**src/rtl/f2i_pkg.sv**
```systemverilog
package f2i_pkg;
  typedef enum logic [1:0] {
    MODE_LEG4  = 2'b00,
    MODE_ZERO4 = 2'b01,
    MODE_FULL8 = 2'b10,
    MODE_FULL8B = 2'b11
  } cvt_mode_e;

  localparam int unsigned LANE_W = 32;
  localparam logic [LANE_W-1:0] INT_INDEF = 32'h8000_0000;
  localparam logic [3:0] SPEC_OK = 4'b1111;
endpackage

```
**src/rtl/f2i_lane.sv**
```systemverilog
module f2i_lane
  import f2i_pkg::*;
(
  input  logic [LANE_W-1:0] fp_in,
  output logic [LANE_W-1:0] int_out,
  output logic              lane_inv,
  output logic              lane_inexact
);
  localparam int EXP_W  = 8;
  localparam int MAN_W  = 23;
  localparam logic [EXP_W-1:0] BIAS = 8'd127;
  localparam logic [EXP_W-1:0] EXP_LIMIT = 8'd158;
  localparam int WIDE_W = MAN_W + 1 + 31;

  logic                sgn;
  logic [EXP_W-1:0]    ex;
  logic [MAN_W-1:0]    man;
  logic [4:0]          shamt;
  logic [WIDE_W-1:0]   wide;
  logic [LANE_W-1:0]   mag;

  assign sgn = fp_in[31];
  assign ex  = fp_in[30:23];
  assign man = fp_in[22:0];

  always_comb begin
    int_out      = '0;
    lane_inv     = 1'b0;
    lane_inexact = 1'b0;
    shamt        = '0;
    wide         = '0;
    mag          = '0;
    if (ex == 8'hFF) begin
      lane_inv = 1'b1;
    end else if (ex < BIAS) begin
      lane_inexact = |fp_in[30:0];
    end else if (ex >= EXP_LIMIT) begin
      if (sgn && ex == EXP_LIMIT && man == '0) int_out = INT_INDEF;
      else lane_inv = 1'b1;
    end else begin
      shamt        = 5'(ex - BIAS);
      wide         = {31'b0, 1'b1, man} << shamt;
      mag          = wide[WIDE_W-1:MAN_W];
      lane_inexact = |wide[MAN_W-1:0];
      int_out      = sgn ? (~mag + 1'b1) : mag;
    end
    if (lane_inv) int_out = INT_INDEF;
  end
endmodule

```
**src/rtl/f2i_commit.sv**
```systemverilog
module f2i_commit
  import f2i_pkg::*;
#(
  parameter int LANES = 8
) (
  input  logic [LANES*LANE_W-1:0] conv_vec,
  input  logic [LANES-1:0]        lane_inv,
  input  logic [LANES-1:0]        lane_inx,
  input  logic [LANES*LANE_W-1:0] old_dst,
  input  cvt_mode_e               mode,
  input  logic                    inv_masked,
  input  logic [3:0]              spec_field,
  output logic [LANES*LANE_W-1:0] nxt_dst,
  output logic                    nxt_inv,
  output logic                    nxt_prec,
  output logic                    nxt_ud
);
  localparam int VEC_W  = LANES * LANE_W;
  localparam int HALF   = LANES / 2;
  localparam int HALF_W = HALF * LANE_W;

  logic             full_mode;
  logic [LANES-1:0] active;
  logic             red_inv, red_prec;
  logic [VEC_W-1:0] cand;

  assign full_mode = (mode == MODE_FULL8) || (mode == MODE_FULL8B);

  generate
    for (genvar i = 0; i < LANES; i++) begin : g_act
      if (i < HALF) begin : g_lo
        assign active[i] = 1'b1;
      end else begin : g_hi
        assign active[i] = full_mode;
      end
    end
  endgenerate

  assign red_inv  = |(lane_inv & active);
  assign red_prec = |(lane_inx & active);

  always_comb begin
    cand[HALF_W-1:0] = conv_vec[HALF_W-1:0];
    unique case (mode)
      MODE_LEG4:  cand[VEC_W-1:HALF_W] = old_dst[VEC_W-1:HALF_W];
      MODE_ZERO4: cand[VEC_W-1:HALF_W] = '0;
      default:    cand[VEC_W-1:HALF_W] = conv_vec[VEC_W-1:HALF_W];
    endcase
  end

  always_comb begin
    nxt_ud   = (mode != MODE_LEG4) && (spec_field != SPEC_OK);
    nxt_dst  = cand;
    nxt_inv  = red_inv;
    nxt_prec = red_prec;
    if (nxt_ud) begin
      nxt_dst  = old_dst;
      nxt_inv  = 1'b0;
      nxt_prec = 1'b0;
    end else if (red_inv && !inv_masked) begin
      nxt_dst = old_dst;
    end
  end
endmodule

```
**src/rtl/f2i_trunc_vec.sv**
```systemverilog
module f2i_trunc_vec
  import f2i_pkg::*;
#(
  parameter int LANES = 8
) (
  input  logic                    clk,
  input  logic                    rst,
  input  logic                    in_valid,
  input  logic [LANES*32-1:0]     src,
  input  logic [LANES*32-1:0]     old_dst,
  input  logic [1:0]              mode,
  input  logic                    inv_masked,
  input  logic [3:0]              spec_field,
  output logic                    out_valid,
  output logic [LANES*32-1:0]     dst,
  output logic                    flag_inv,
  output logic                    flag_prec,
  output logic                    flag_ud
);
  localparam int VEC_W  = LANES * LANE_W;
  localparam int HALF_W = (LANES / 2) * LANE_W;

  logic [VEC_W-1:0] conv_vec;
  logic [LANES-1:0] lane_inv, lane_inx;
  logic [VEC_W-1:0] nxt_dst;
  logic             nxt_inv, nxt_prec, nxt_ud;

  generate
    for (genvar i = 0; i < LANES; i++) begin : g_lane
      f2i_lane u_lane (
        .fp_in        (src[i*LANE_W +: LANE_W]),
        .int_out      (conv_vec[i*LANE_W +: LANE_W]),
        .lane_inv     (lane_inv[i]),
        .lane_inexact (lane_inx[i])
      );
    end
  endgenerate

  f2i_commit #(.LANES(LANES)) u_commit (
    .conv_vec   (conv_vec),
    .lane_inv   (lane_inv),
    .lane_inx   (lane_inx),
    .old_dst    (old_dst),
    .mode       (cvt_mode_e'(mode)),
    .inv_masked (inv_masked),
    .spec_field (spec_field),
    .nxt_dst    (nxt_dst),
    .nxt_inv    (nxt_inv),
    .nxt_prec   (nxt_prec),
    .nxt_ud     (nxt_ud)
  );

  always_ff @(posedge clk) begin
    if (rst) begin
      out_valid <= 1'b0;
      dst       <= '0;
      flag_inv  <= 1'b0;
      flag_prec <= 1'b0;
      flag_ud   <= 1'b0;
    end else begin
      out_valid <= in_valid;
      if (in_valid) begin
        dst       <= nxt_dst;
        flag_inv  <= nxt_inv;
        flag_prec <= nxt_prec;
        flag_ud   <= nxt_ud;
      end
    end
  end

  assert_ud_keeps_dst_R8: assert property (@(posedge clk) disable iff (rst)
    (in_valid && mode != 2'b00 && spec_field != 4'hF)
      |=> (flag_ud && !flag_inv && !flag_prec && dst == $past(old_dst)));

  assert_legacy_upper_R5: assert property (@(posedge clk) disable iff (rst)
    (in_valid && mode == 2'b00)
      |=> (dst[VEC_W-1:HALF_W] == $past(old_dst[VEC_W-1:HALF_W])));

  assert_zero_upper_R6: assert property (@(posedge clk) disable iff (rst)
    (in_valid && mode == 2'b01 && spec_field == 4'hF && inv_masked)
      |=> (dst[VEC_W-1:HALF_W] == '0));

  assert_hold_idle_R10: assert property (@(posedge clk) disable iff (rst)
    !in_valid |=> ($stable(dst) && !out_valid));

  assert_valid_follows_R10: assert property (@(posedge clk) disable iff (rst)
    in_valid |=> out_valid);
endmodule

```
**config.mk**
```make
export PLATFORM = sky130hd
export DESIGN_NAME = f2i_trunc_vec
export DESIGN_NICKNAME = d
export VERILOG_FILES = /design/src/rtl/f2i_pkg.sv /design/src/rtl/f2i_lane.sv /design/src/rtl/f2i_commit.sv /design/src/rtl/f2i_trunc_vec.sv
export SDC_FILE = /design/constraint.sdc
export NUM_CORES = 2
export LEC_CHECK = 0
export BUFFER_PORTS_ARGS = -buffer_cell sky130_fd_sc_hd__buf_4
export CAP_MARGIN = 20
export CORE_AREA = 5 5 305 307
export DETAILED_ROUTE_END_ITERATION = 8
export DIE_AREA = 0 0 310 312
export PLACE_DENSITY = 0.64
export SKIP_LAST_GASP = 1
export SYNTH_ARGS = -nofsm -noshare
export SYNTH_HDL_FRONTEND = slang
export SYNTH_SLANG_ARGS = --single-unit
```
**constraint.sdc**
```tcl
create_clock -name clk -period 6.55 [get_ports clk]
set_clock_uncertainty 0.1 [all_clocks]
set_input_delay 0.3275 -clock clk [delete_from_list [all_inputs] [get_ports clk]]
set_output_delay 0.3275 -clock clk [all_outputs]
set_load 0.01 [all_outputs]
```
==> results.toml <==
[timing]
tightest_slew_ps = 1099
max_slew_margin_pct = 26.75
hold_viol = 0
fmaxAchievable_ghz = 0.1842
finalSetupViolations = 0
slew_viol_final = 0
rsz0062_at_grt = "no"
timing.final.crit_period_ps = 5428
tns_ps = 0
period_share_pct = 82.87

[synth]
yosys.area.top_type_share_pct = 14.28
synthAdderAreaFrac_pct = 0.9611
synth_area_um2 = 36450
ys_ff_latch = 260
muxShareOfSynthArea_pct = 22.89
synth-seq-area-share_pct = 14.28
yosys.area_share.simple_pct = 23.34
synth_cell_type_count = 104
syn_avg_cell_area_um2 = 7.519
synth_edf_count = 0
yosysWarnings = 0
synth_compound_area_share_pct = 27.70
post-synth-top-area-cell = "dfxtp_1"
synthXorXnorAreaFrac_pct = 5.283
synth_async_sr_flop_share_pct = 0
synth_top_family_by_area = "compound AO/OA/AOI/OAI gates"
synth_flop_cell = "dfxtp_1"
synthCells = 4848
synthTopCellsByArea = "dfxtp_1, mux4_2, mux2i_1, mux2_2, nor2_1"
synthesis.nets = 5398

[grt]
gr-max-usage-layer = "met2"
grt_use_met1_pct = 43.85
grt_max_degree = 85
antenna_found_initial = 14
grt_pass1_wl_mm = 275.3
grt_util_all_layers_pct = 36.30
grt_pass1_vias = 42220
grt_use_met2_pct = 59.84
overflow = 0
grt_util_met3_pct = 7.733

[clock_tree]
cts_setup_buffers = 0
worstSkewPairLatency_ps = 570
h-tree-depth = 2
cts_resized = 0
clock_sinks = 260
clock_tree.root_cell = "clkbuf_16"
hold_buffers = 93
cts_tree = "done"
clockBufferDepth = 3
numCtsBuffers = 36
path_clk_slew_ps = 60

[die]
core_um2 = 89740
rows = 110
die_y_um = 312
die_w_um = 310
io_pins = 782
start_util_pct = 40.62
dieArea_um2 = 96720

[setup_path]
critical_path_depth = 14
ff2ff_path_depth = 4
crit_family = "simple AND/OR/NAND/NOR gates"
critPathMaxStageDelay_ps = 870
timing.rr.end = "dst[181]$_SDFFE_PP0P_"
crit_path_cell_trace = "buf_4 > inv_2 > ha_2 > buf_4 > mux2_2 > mux2i_1 > mux2i_1 > a221oi_1 > nand2b_1 > nor4b_2 > nand3_1 > or2_1 > a2111o_1 > a311oi_1"
cp.arrival_ps = 5820
start_kind = "primary input"
end_kind = "flop"
crit_fanout = 34
r2r_slack_ps = 5260
rr_startpoint = "dst[181]$_SDFFE_PP0P_"
slowest_stage = "ha_2"
required_ps = 6940
worst-path-buf-inv = 3
crit_type = "in2reg"

[placed_design]
gp_routability_congestion = 1.031
io_buffers = 781
dp.final_hpwl_mm = 145.6
dp.cells = 6507

[job]
maxCapViolations = 0

[drt]
vias_per_cell = 6.716
ant_nets = 0
vias = 44820
finalWirelength_mm = 188.1
drc = 0
firstDrtPassIters = 6
drtIter0Drc = 5746
wl_per_cell_um = 28.18

[pwr]
power_mw = 8.486
ir_worst_vdd_mv = 0.1585
leakage_nw = 18.08
p_per_area_nw_per_um2 = 186.1

[min_path]
worstHoldEndpoint = "dst[130]$_SDFFE_PP0P_"
hold_path.class = "in2reg"
min_path_cells = 3
min-delay-start = "old_dst[130]"

[final_layout]
fin_nets = 6013
syn2layout_area_growth_pct = 25.07
drive_gt1_share_pct = 26.26
stdcell_count = 6674

[run_status]
outcome = "completed"
[cells in the final DEF, fill, tap and decap left out, types with 65 or more instances in the layout]
master / synthesis / routed
a211oi_1: 150 / 150
a21oi_1: 290 / 290
a221oi_1: 65 / 65
a22oi_1: 78 / 78
a31oi_1: 80 / 80
and3_1: 83 / 83
buf_4: 2 / 915
dfxtp_1: 260 / 260
dlygate4sd3_1: 0 / 93
mux2_2: 167 / 167
mux2i_1: 257 / 257
mux4_2: 171 / 171
nand2_1: 475 / 475
nand3_1: 170 / 170
nor2_1: 489 / 488
nor3_1: 206 / 203
nor4_1: 73 / 73
o21ai_0: 224 / 223
xnor2_1: 118 / 98
xor2_1: 90 / 73
[area by class of cell]
type / count / area (µm²)
clock buffer: 44 / 982.2
antenna: 11 / 27.53
multi-input combinational: 4078 / 29590
inverter: 72 / 275.3
tap: 1176 / 1471
sequential: 260 / 5205
timing repair buffer: 1015 / 7903
fill: 8826 / 44150
clock inverter: 18 / 140.1
[cell families (layout without fill, tap and decap cells)]
kind of cell	after synthesis	count (layout)
and+or+nand+nor	1782	1782
DFF	260	260
other	0	11
muxes	598	598
adders and majority gates	28	28
xor gates and xnor gates	213	213
buffers and inverters	510	1149
AOI/OAI and AO/OA	1457	1457
[worst reg2reg max path, stage by stage, from the launching register on]
cell	delay, ps
dfxtp_1	320
nor2_1	120
a21oi_1	60
a2111oi_0	400
a2111oi_0	120
[cells in the mapped netlist, drive strengths merged (17+ instances only)]
| cell | n |
|---|---|
| nand4 | 53 |
| inv | 69 |
| clkbuf | 329 |
| dfxtp | 260 |
| nor4 | 74 |
| mux2i | 257 |
| xor2 | 93 |
| o31ai | 63 |
| or4 | 20 |
| o211ai | 56 |
| o22ai | 51 |
| nor2 | 489 |
| nand3 | 171 |
| o21ai | 227 |
| mux2 | 170 |
| a31oi | 80 |
| or2 | 25 |
| a41oi | 22 |
| nand2b | 37 |
| a211oi | 151 |
| nor4b | 17 |
| and3 | 84 |
| ha | 28 |
| nor2b | 21 |
| o41ai | 30 |
| a211o | 22 |
| o2111ai | 22 |
| mux4 | 171 |
| a22oi | 78 |
| and2 | 20 |
| nand2 | 475 |
| a21o | 29 |
| nor3 | 206 |
| a311oi | 29 |
| xnor2 | 120 |
| buf | 109 |
| a221oi | 66 |
| or3 | 39 |
| a21oi | 291 |
| o21a | 24 |
[layer usage]
layer / wire length, µm / share of wire [%]
met2: 87260 / 46
met1: 69620 / 37
met4: 13630 / 7.2
met5: 27 / 0.014
met3: 17530 / 9.3
[through the flow]
stage / utilization [%] / hold WS (ps) / setup WS, ps / area, µm²
after global placement: 48.45 / 356.4 / 725.8 / 43480
final: 50.80 / 21.68 / 1122 / 45590
after global routing: 50.79 / 26.15 / 693.6 / 45580
after CTS: 50.76 / 1.455 / 1192 / 45550
after floorplan: - / 356.8 / 1137 / 36450
after detailed placement: 48.47 / 360.6 / 550.9 / 43500
[worst max-delay path by stage]
stage,from,endpoint,slack [ps]
floorplan,src[247],dst[255]$_SDFFE_PP0P_,1140
global placement,src[55],dst[54]$_SDFFE_PP0P_,730
detailed placement,src[55],dst[54]$_SDFFE_PP0P_,550
CTS,src[55],dst[54]$_SDFFE_PP0P_,1190
global route,src[55],dst[54]$_SDFFE_PP0P_,690
finish,src[55],dst[54]$_SDFFE_PP0P_,1120
[sequential cells by signal, indices dropped and copies added (netlist names)]
signal / cells
dst: 256
flag_inv: 1
flag_prec: 1
flag_ud: 1
out_valid: 1
[power breakdown]
group	internal, mW	switching (mW)
Sequential	1.70	0.0887
Combinational	1.84	2.87
Clock	1.11	0.878
Total	4.65	3.84
No activity file was read; power rests on OpenSTA's default activity.
